--- config.mk ---
export PLATFORM = sky130hd
export DESIGN_NAME = lsu_core
export DESIGN_NICKNAME = d
export VERILOG_FILES = /design/src/rtl/lsu_pkg.sv /design/src/rtl/lsu_agen.sv /design/src/rtl/lsu_lane_steer.sv /design/src/rtl/lsu_load_align.sv /design/src/rtl/lsu_core.sv
export SDC_FILE = /design/constraint.sdc
export NUM_CORES = 1
export LEC_CHECK = 0
export BUFFER_PORTS_ARGS = -buffer_cell sky130_fd_sc_hd__clkbuf_2
export CELL_PAD_IN_SITES_DETAIL_PLACEMENT = 0
export CELL_PAD_IN_SITES_GLOBAL_PLACEMENT = 2
export CORE_MARGIN = 3
export CORE_UTILIZATION = 22
export DETAILED_ROUTE_END_ITERATION = 10
export GPL_ROUTABILITY_DRIVEN = 0
export PLACE_DENSITY = 0.83
export SLEW_MARGIN = 20
export SYNTH_ARGS = -nofsm -noshare
export SYNTH_HDL_FRONTEND = slang
export SYNTH_SLANG_ARGS = --single-unit
export TNS_END_PERCENT = 20
--- constraint.sdc ---
create_clock -name clk -period 10.4 [get_ports clk]
set_input_delay 0.52 -clock clk [delete_from_list [all_inputs] [get_ports clk]]
set_output_delay 0.52 -clock clk [all_outputs]
set_load 0.005 [all_outputs]
--- src/rtl/lsu_pkg.sv ---
package lsu_pkg;
  localparam int unsigned XLEN = 32;

  typedef enum logic [1:0] {
    SZ_BYTE = 2'd0,
    SZ_HALF = 2'd1,
    SZ_WORD = 2'd2,
    SZ_RSVD = 2'd3
  } acc_size_e;

  typedef enum logic [1:0] {
    AM_BASE     = 2'd0,
    AM_BASE_IMM = 2'd1,
    AM_BASE_REG = 2'd2,
    AM_RSVD     = 2'd3
  } addr_mode_e;
endpackage

--- src/rtl/lsu_agen.sv ---
module lsu_agen
  import lsu_pkg::*;
#(
  parameter int unsigned ADDR_W = 32,
  parameter int unsigned LANES  = 4
) (
  input  logic [1:0]        mode,
  input  logic [1:0]        size,
  input  logic [ADDR_W-1:0] base,
  input  logic [ADDR_W-1:0] imm,
  input  logic [ADDR_W-1:0] offreg,
  output logic [ADDR_W-1:0] ea,
  output logic              fault
);
  localparam int unsigned OFS_W = $clog2(LANES);

  logic             mode_bad;
  logic             size_bad;
  logic [OFS_W-1:0] amask;
  logic             misal;

  // Effective address; plain addition wraps modulo 2^ADDR_W
  always_comb begin
    mode_bad = 1'b0;
    case (addr_mode_e'(mode))
      AM_BASE:     ea = base;
      AM_BASE_IMM: ea = base + imm;
      AM_BASE_REG: ea = base + offreg;
      default: begin
        ea       = base;
        mode_bad = 1'b1;
      end
    endcase
  end

  // Largest legal log2(width) equals the lane-offset width
  assign size_bad = (size > 2'(OFS_W));
  assign amask    = ~({OFS_W{1'b1}} << size);
  assign misal    = |(ea[OFS_W-1:0] & amask);
  assign fault    = mode_bad | size_bad | misal;
endmodule

--- src/rtl/lsu_lane_steer.sv ---
module lsu_lane_steer #(
  parameter int unsigned DATA_W = 32
) (
  input  logic                        en,
  input  logic [$clog2(DATA_W/8)-1:0] ofs,
  input  logic [1:0]                  size,
  input  logic [DATA_W-1:0]           wdata_in,
  output logic [DATA_W/8-1:0]         be,
  output logic [DATA_W-1:0]           wdata_out
);
  localparam int unsigned LANES = DATA_W / 8;
  localparam int unsigned OFS_W = $clog2(LANES);
  localparam int unsigned CW    = OFS_W + 3;

  logic [CW-1:0]     lo;
  logic [CW-1:0]     hi;
  logic [DATA_W-1:0] shifted;

  assign lo      = CW'(ofs);
  assign hi      = lo + (CW'(1) << size);
  assign shifted = wdata_in << {ofs, 3'b000};

  // A lane is live when it lies in [ofs, ofs + bytes)
  for (genvar i = 0; i < LANES; i++) begin : g_lane
    assign be[i] = en && (lo <= CW'(i)) && (CW'(i) < hi);
    assign wdata_out[8*i +: 8] = be[i] ? shifted[8*i +: 8] : 8'h00;
  end
endmodule

--- src/rtl/lsu_load_align.sv ---
module lsu_load_align #(
  parameter int unsigned DATA_W = 32
) (
  input  logic                        keep,
  input  logic [$clog2(DATA_W/8)-1:0] ofs,
  input  logic [1:0]                  size,
  input  logic [DATA_W-1:0]           rdata,
  output logic [DATA_W-1:0]           data
);
  localparam int unsigned LANES = DATA_W / 8;
  localparam int unsigned OFS_W = $clog2(LANES);
  localparam int unsigned CW    = OFS_W + 3;

  logic [DATA_W-1:0] shifted;
  logic [CW-1:0]     nbytes;

  assign shifted = rdata >> {ofs, 3'b000};
  assign nbytes  = CW'(1) << size;

  // Keep the low nbytes lanes only: zero extension
  for (genvar i = 0; i < LANES; i++) begin : g_lane
    assign data[8*i +: 8] = (keep && (CW'(i) < nbytes)) ? shifted[8*i +: 8] : 8'h00;
  end
endmodule

--- src/rtl/lsu_core.sv ---
module lsu_core
  import lsu_pkg::*;
#(
  parameter int unsigned ADDR_W = XLEN,
  parameter int unsigned DATA_W = XLEN
) (
  input  logic                clk,
  input  logic                rst_n,
  input  logic                req_valid,
  output logic                req_ready,
  input  logic                req_store,
  input  logic [1:0]          req_mode,
  input  logic [1:0]          req_size,
  input  logic [ADDR_W-1:0]   req_base,
  input  logic [ADDR_W-1:0]   req_imm,
  input  logic [ADDR_W-1:0]   req_offreg,
  input  logic [DATA_W-1:0]   req_wdata,
  output logic                mem_en,
  output logic                mem_we,
  output logic [ADDR_W-1:0]   mem_addr,
  output logic [DATA_W/8-1:0] mem_be,
  output logic [DATA_W-1:0]   mem_wdata,
  input  logic [DATA_W-1:0]   mem_rdata,
  output logic                rsp_valid,
  output logic                rsp_fault,
  output logic [DATA_W-1:0]   rsp_rdata
);
  localparam int unsigned LANES = DATA_W / 8;
  localparam int unsigned OFS_W = $clog2(LANES);

  logic [ADDR_W-1:0] ea;
  logic              fault;
  logic              accept;
  logic              go;

  // Registered response state
  logic             ready_q,  ready_d;
  logic             rvalid_q, rvalid_d;
  logic             rfault_q, rfault_d;
  logic             rload_q,  rload_d;
  logic [OFS_W-1:0] rofs_q,   rofs_d;
  logic [1:0]       rsize_q,  rsize_d;
  logic             cap_en;

  lsu_agen #(.ADDR_W(ADDR_W), .LANES(LANES)) u_agen (
    .mode   (req_mode),
    .size   (req_size),
    .base   (req_base),
    .imm    (req_imm),
    .offreg (req_offreg),
    .ea     (ea),
    .fault  (fault)
  );

  assign accept = req_valid & ready_q;
  assign go     = accept & ~fault;

  lsu_lane_steer #(.DATA_W(DATA_W)) u_steer (
    .en        (go),
    .ofs       (ea[OFS_W-1:0]),
    .size      (req_size),
    .wdata_in  (req_wdata),
    .be        (mem_be),
    .wdata_out (mem_wdata)
  );

  assign mem_en   = go;
  assign mem_we   = go & req_store;
  assign mem_addr = ea;

  // Next-state logic
  always_comb begin
    ready_d  = 1'b1;
    rvalid_d = accept;
    rfault_d = accept & fault;
    cap_en   = accept;
    rload_d  = rload_q;
    rofs_d   = rofs_q;
    rsize_d  = rsize_q;
    if (cap_en) begin
      rload_d = ~req_store & ~fault;
      rofs_d  = ea[OFS_W-1:0];
      rsize_d = req_size;
    end
  end

  // State registers
  always_ff @(posedge clk or negedge rst_n) begin
    if (!rst_n) begin
      ready_q  <= 1'b0;
      rvalid_q <= 1'b0;
      rfault_q <= 1'b0;
      rload_q  <= 1'b0;
      rofs_q   <= '0;
      rsize_q  <= '0;
    end else begin
      ready_q  <= ready_d;
      rvalid_q <= rvalid_d;
      rfault_q <= rfault_d;
      rload_q  <= rload_d;
      rofs_q   <= rofs_d;
      rsize_q  <= rsize_d;
    end
  end

  lsu_load_align #(.DATA_W(DATA_W)) u_align (
    .keep  (rvalid_q & rload_q),
    .ofs   (rofs_q),
    .size  (rsize_q),
    .rdata (mem_rdata),
    .data  (rsp_rdata)
  );

  assign req_ready = ready_q;
  assign rsp_valid = rvalid_q;
  assign rsp_fault = rfault_q;
endmodule

# After elaboration in Yosys (flattened, before gate mapping)
# Cells that the tools add are included.
[word_totals]
mem_bits_rw = 0
ff_bits = 8
latch_bits = 0
memories = 0
inputBits = 168
mem_bits_ro = 0
[classes]
div = 0
mul = 0
n_eq_ne = 2
n_bitwise = 12
add_sub_neg = 3
n_mux = 10
n_lt_le_gt_ge = 13
reduce_logical = 15
shift = 5
[ops]
columns = ["operator", "count"]
rows = [
  ["$add 32x32->32", 2],
  ["$mux 8", 8],
  ["$pmux 32 s2", 1],
  ["$shl 32x5->32", 1],
  ["$shr 32x5->32", 1],
  ["$lt 1x5->1 const A", 4],
  ["$lt 2x5->1 const A", 4],
  ["$logic_and 1x1->1", 12],
  ["$shl 1x2->5 const A", 2],
  ["$and 1x1->1", 6],
  ["$add 2x5->5", 1],
  ["$le 2x1->1 const B", 2],
  ["$le 2x2->1 const B", 2],
  ["$reduce_or 3->1", 1],
  ["$and 2x2->2", 1],
  ["$eq 2x1->1 const B", 1],
  ["$eq 2x2->1 const B", 1],
  ["$gt 2x2->1 const B", 1],
  ["$logic_not 2->1", 1],
  ["$not 1->1", 2],
  ["$not 2->2", 1],
  ["$or 1x1->1", 2],
  ["$reduce_or 2->1", 1],
  ["$shl 2x2->2 const A", 1],
  ["$mux 1", 1],
]

# Depth between registers and ports, before layout
[logic_depth]
word_depth = 10
ltp_mapped = 17
mapped_depth_nobuf = 13

# Hierarchy
# Synthesis repeated with hierarchy kept, for this count alone.
[hier_totals]
hier_cells = 572
hier_area_um2 = 4239.1
[modules_own_cells]
columns = ["mod", "cells_per_inst", "seq_area_each_um2", "n_inst", "area_each_um2"]
rows = [
  ["lsu_agen", 352, 0.0, 1, 2458.6],
  ["lsu_lane_steer", 115, 0.0, 1, 845.8],
  ["lsu_load_align", 84, 0.0, 1, 611.8],
  ["lsu_core", 21, 200.2, 1, 322.8],
]

# Worst setup path after synthesis
# OpenSTA, ideal clock, no wires.
[synth_path]
kind = "in2out"
start = "input port req_mode[0]"
end = "output port mem_wdata[0]"
stages = 16
arrival_time_ns = 4.135
required_time_ns = 9.880
path_slack_ns = 5.745
path_cell_list = "inv_1 ha_1 clkbuf_1 clkbuf_1 mux2_2 ha_1 mux2i_1 inv_2 clkbuf_1 ha_1 ha_1 xor2_1 o21ai_0 nor2b_1 a2111oi_4 and2_1"
[synth_between]
elab_chain_len = 10
elab_cells_between_ends = 19
[synth_lines]
columns = ["item", "line", "rtl"]
rows = [
  ["start, declared", "lsu_core.sv:12", "input logic [1:0] req_mode,"],
  ["$eq 2x2->1 / $eq 2x1->1 (equally long branches)", "lsu_agen.sv:25", "case (addr_mode_e'(mode))"],
  ["$pmux 32 s2 *", "lsu_agen.sv:25", ""],
  ["net mem_addr[0]", "lsu_core.sv:20", "output logic [ADDR_W-1:0] mem_addr,"],
  ["branches (longest 6 deep; another with $add 2x5->5)", "-", ""],
  ["$logic_and 1x1->1 *", "lsu_lane_steer.sv:25", "assign be[i] = en && (lo <= CW'(i)) && (CW'(i) < hi);"],
  ["net mem_be[0]", "lsu_core.sv:21", "output logic [DATA_W/8-1:0] mem_be,"],
  ["$mux 8 *", "lsu_lane_steer.sv:26", "assign wdata_out[8*i +: 8] = be[i] ? shifted[8*i +: 8] : 8'h00;"],
  ["end, declared", "lsu_core.sv:22", "output logic [DATA_W-1:0] mem_wdata,"],
]
# Mark *: on every way through the listed nets, which the timed path passes.

# Worst setup path after layout
[layout_path]
start = "input port req_mode[0]"
end = "output port mem_wdata[24]"
[layout_between]
elab_chain_len = 10
elab_cells_between_ends = 19
[layout_lines]
columns = ["item", "line"]
rows = [
  ["branches (longest 9 deep; another with $add 2x5->5)", "-"],
  ["$mux 8 *", "lsu_lane_steer.sv:26"],
]
# Mark *: on every way between the ends.

==> qor.yml <==
outcome: "completed"
clock_latency_ns: 0.23
cts_setup_buffers: 0
root_buffer: "clkbuf_16"
drv_cap: 0
utilization: 0.320
fp.dieH_um: 141
vias: 5154
io_buffers: 272
crit_required_ns: 9.88
final_cell_count_no_fill: 1072
cellPowerDensity_nw_per_um2: 80.6
crit_family: "adder cells"
syn_inst: 603
worstPathArrival_ns: 5.22
ys_ff_latch: 8
crit_type: "in2out"
slowest_stage: "mux2i_1"
worstPathMaxFanout: 32
area_growth_pct: 39.9
syn_nets: 808
async_reset_ff_frac: 1.00
antenna_found_initial: 1
skew_ns: 0.00234
synth.largest_area_cell: "ha_1"
leakage_nw: 2.98
grt.total_usage: 0.151
power.combinational.fraction: 0.765
drtAntennaViolNets: 0
syn-cell-area_um2: 4040
grt_max_degree: 61
hp-class: "in2async"
drt-total-wl_um: 16000
fin_nets: 1054
core_area_um2: 17700
antenna_cells: 0
clock_path_buffers: 2
die_x_um: 141
slew_headroom: 0.391
clkPwrFrac: 0.141
cts_sinks: 8
hold_buffers: 0
first_pass_iters: 4
num_io_pins: 273
ys_seq_area_frac: 0.0496
yosysMostFrequentCell: "nand2_1"
htreeDepth: 1
synth_top_flop_cell: "dfrtp_1"
path_buf_inv: 4
cts_tree: "built"
grt_pass1_vias: 5016
fin_area_um2: 5650
dp_hpwl_um: 13600
avgSynthCellArea_um2: 6.70
cts-buffers-inserted: 3
grt.overflow.total: 0
fin_crit_sh: 0.552
drc_errors: 0
yosysTopAreaCellShare: 0.112
slew_violations: 0
power.internal_mw: 0.238
max_stage_delay_ns: 0.68
die-area_um2: 20000
worstMarginPinSlew_ns: 0.888
drtIter0Drc: 150
switchingPower_mw: 0.217
hold_viol: 0
drive_gt1_frac: 0.391
min_period_ns: 5.74
placed_cell_area_um2: 5570
path_clk_slew_ns: 0.04
ys_warn_count: 0
swShare: 0.477
crit_path_start_kind: "input pin"
synth_common_cells: "nand2_1, a21oi_1, nor2_1"
synth_cell_types: 66
ir_drop_mv: 0.0506
grt_pass1_wl_um: 25200
fmax_mhz: 174
viasPerCell: 4.81
dp_cells: 1069
start_util: 0.229
crit_path_end_kind: "primary output"
seqPwrFrac: 0.094
cp_cell_sequence: "clkbuf_2, inv_1, ha_2, mux2_2, ha_1, fa_1, mux2i_1, inv_1, o21ai_1, nand3_1, or2_2, a311oi_1, clkbuf_2"
rows: 48
regToRegSetupSlack_ns: 9.19
final.setup.tns_ns: 0
finalSetupViolCount: 0
synth_edf_count: 0
total_power_mw: 0.455
ys_top_cells_by_area: "ha_1, mux2_2, nand2_1, a21oi_1, dfrtp_1"
rsz0062_at_grt: "false"
wl_per_cell_um: 14.9
cts_resized: 0
-- routing by layer --
| metal | vias to the layer above | global-route usage | part of all wire |
|---|---|---|---|
| met5 | - | 0 | 0.00044 |
| li1 | 2667 | - | - |
| met4 | 2 | 0.0313 | 0.014 |
| met3 | 17 | 0.0276 | 0.076 |
| met2 | 197 | 0.267 | 0.48 |
| met1 | 2271 | 0.192 | 0.43 |
-- power by group through the flow --
stage / registers [mW] / clock network (mW) / logic [mW]
detailed placement: 0.0425 / 0 / 0.348
global placement: 0.0426 / 0 / 0.353
global route: 0.0435 / 0.0679 / 0.393
floorplan: 0.0368 / 0 / 0.236
finish: 0.0425 / 0.0643 / 0.348
CTS: 0.0423 / 0.0658 / 0.352
-- worst paths after layout --
check | from | endpoint | depth (start not counted)
min | rst_n | req_ready$_DFF_PN0_ | 1
min reg2reg | rsize_q[0]$_DFFE_PN0P_ | rsize_q[0]$_DFFE_PN0P_ | 1
max in group asynchronous | rst_n | rsp_fault$_DFF_PN0_ | 1
max | req_mode[0] | mem_wdata[24] | 13
min in group clk | rsize_q[0]$_DFFE_PN0P_ | rsize_q[0]$_DFFE_PN0P_ | 1
max reg2reg | req_ready$_DFF_PN0_ | rload_q$_DFFE_PN0P_ | 4
-- layout make-up --
class	instances	area (µm²)
flip-flops and latches	8	200
multi-input cells	546	3650
clock buffers	3	75.1
repair buffers	275	1380
fillers	2003	12000
well taps	225	282
inverters	15	56.3
-- logic make-up after synthesis --
family	synth area share
mux	0.144
simple gates	0.279
xor+xnor	0.0586
buf+inv	0.0477
flops	0.0496
compound gates	0.304
fa+ha+maj	0.117
other cells	0.000929
-- per-stage QoR --
step           hold WS (ns)  setup slack [ns]
6_report              0.128              4.66
5_1_grt               0.140              4.16
4_1_cts               0.136              4.50
3_5_place_dp          0.376              4.51
3_3_place_gp          0.377              4.65
2_1_floorplan         0.224              5.75
-- layout by cell type, fill, tap and decap left out, types with 4 or more instances in the layout --
| cell | instances |
|---|---|
| o21ai_0 | 38 |
| mux2i_1 | 19 |
| nand2b_1 | 4 |
| a311oi_1 | 8 |
| nand2_1 | 100 |
| a211oi_1 | 19 |
| a31oi_1 | 8 |
| a21o_1 | 21 |
| nor3_1 | 7 |
| xor2_1 | 14 |
| and2_1 | 17 |
| nand3_1 | 11 |
| xnor2_1 | 13 |
| nor2b_1 | 17 |
| nor2_1 | 50 |
| dfrtp_1 | 8 |
| inv_1 | 14 |
| clkbuf_2 | 272 |
| a21oi_1 | 61 |
| and3_1 | 15 |
| ha_1 | 35 |
| mux2_2 | 34 |
-- state kept, by name (all words and copies together), names as in the netlist --
name / cells
req_ready: 1
rload_q: 1
rofs_q: 2
rsize_q: 2
rsp_fault: 1
rsp_valid: 1
No activity file was read; power rests on OpenSTA's default activity.
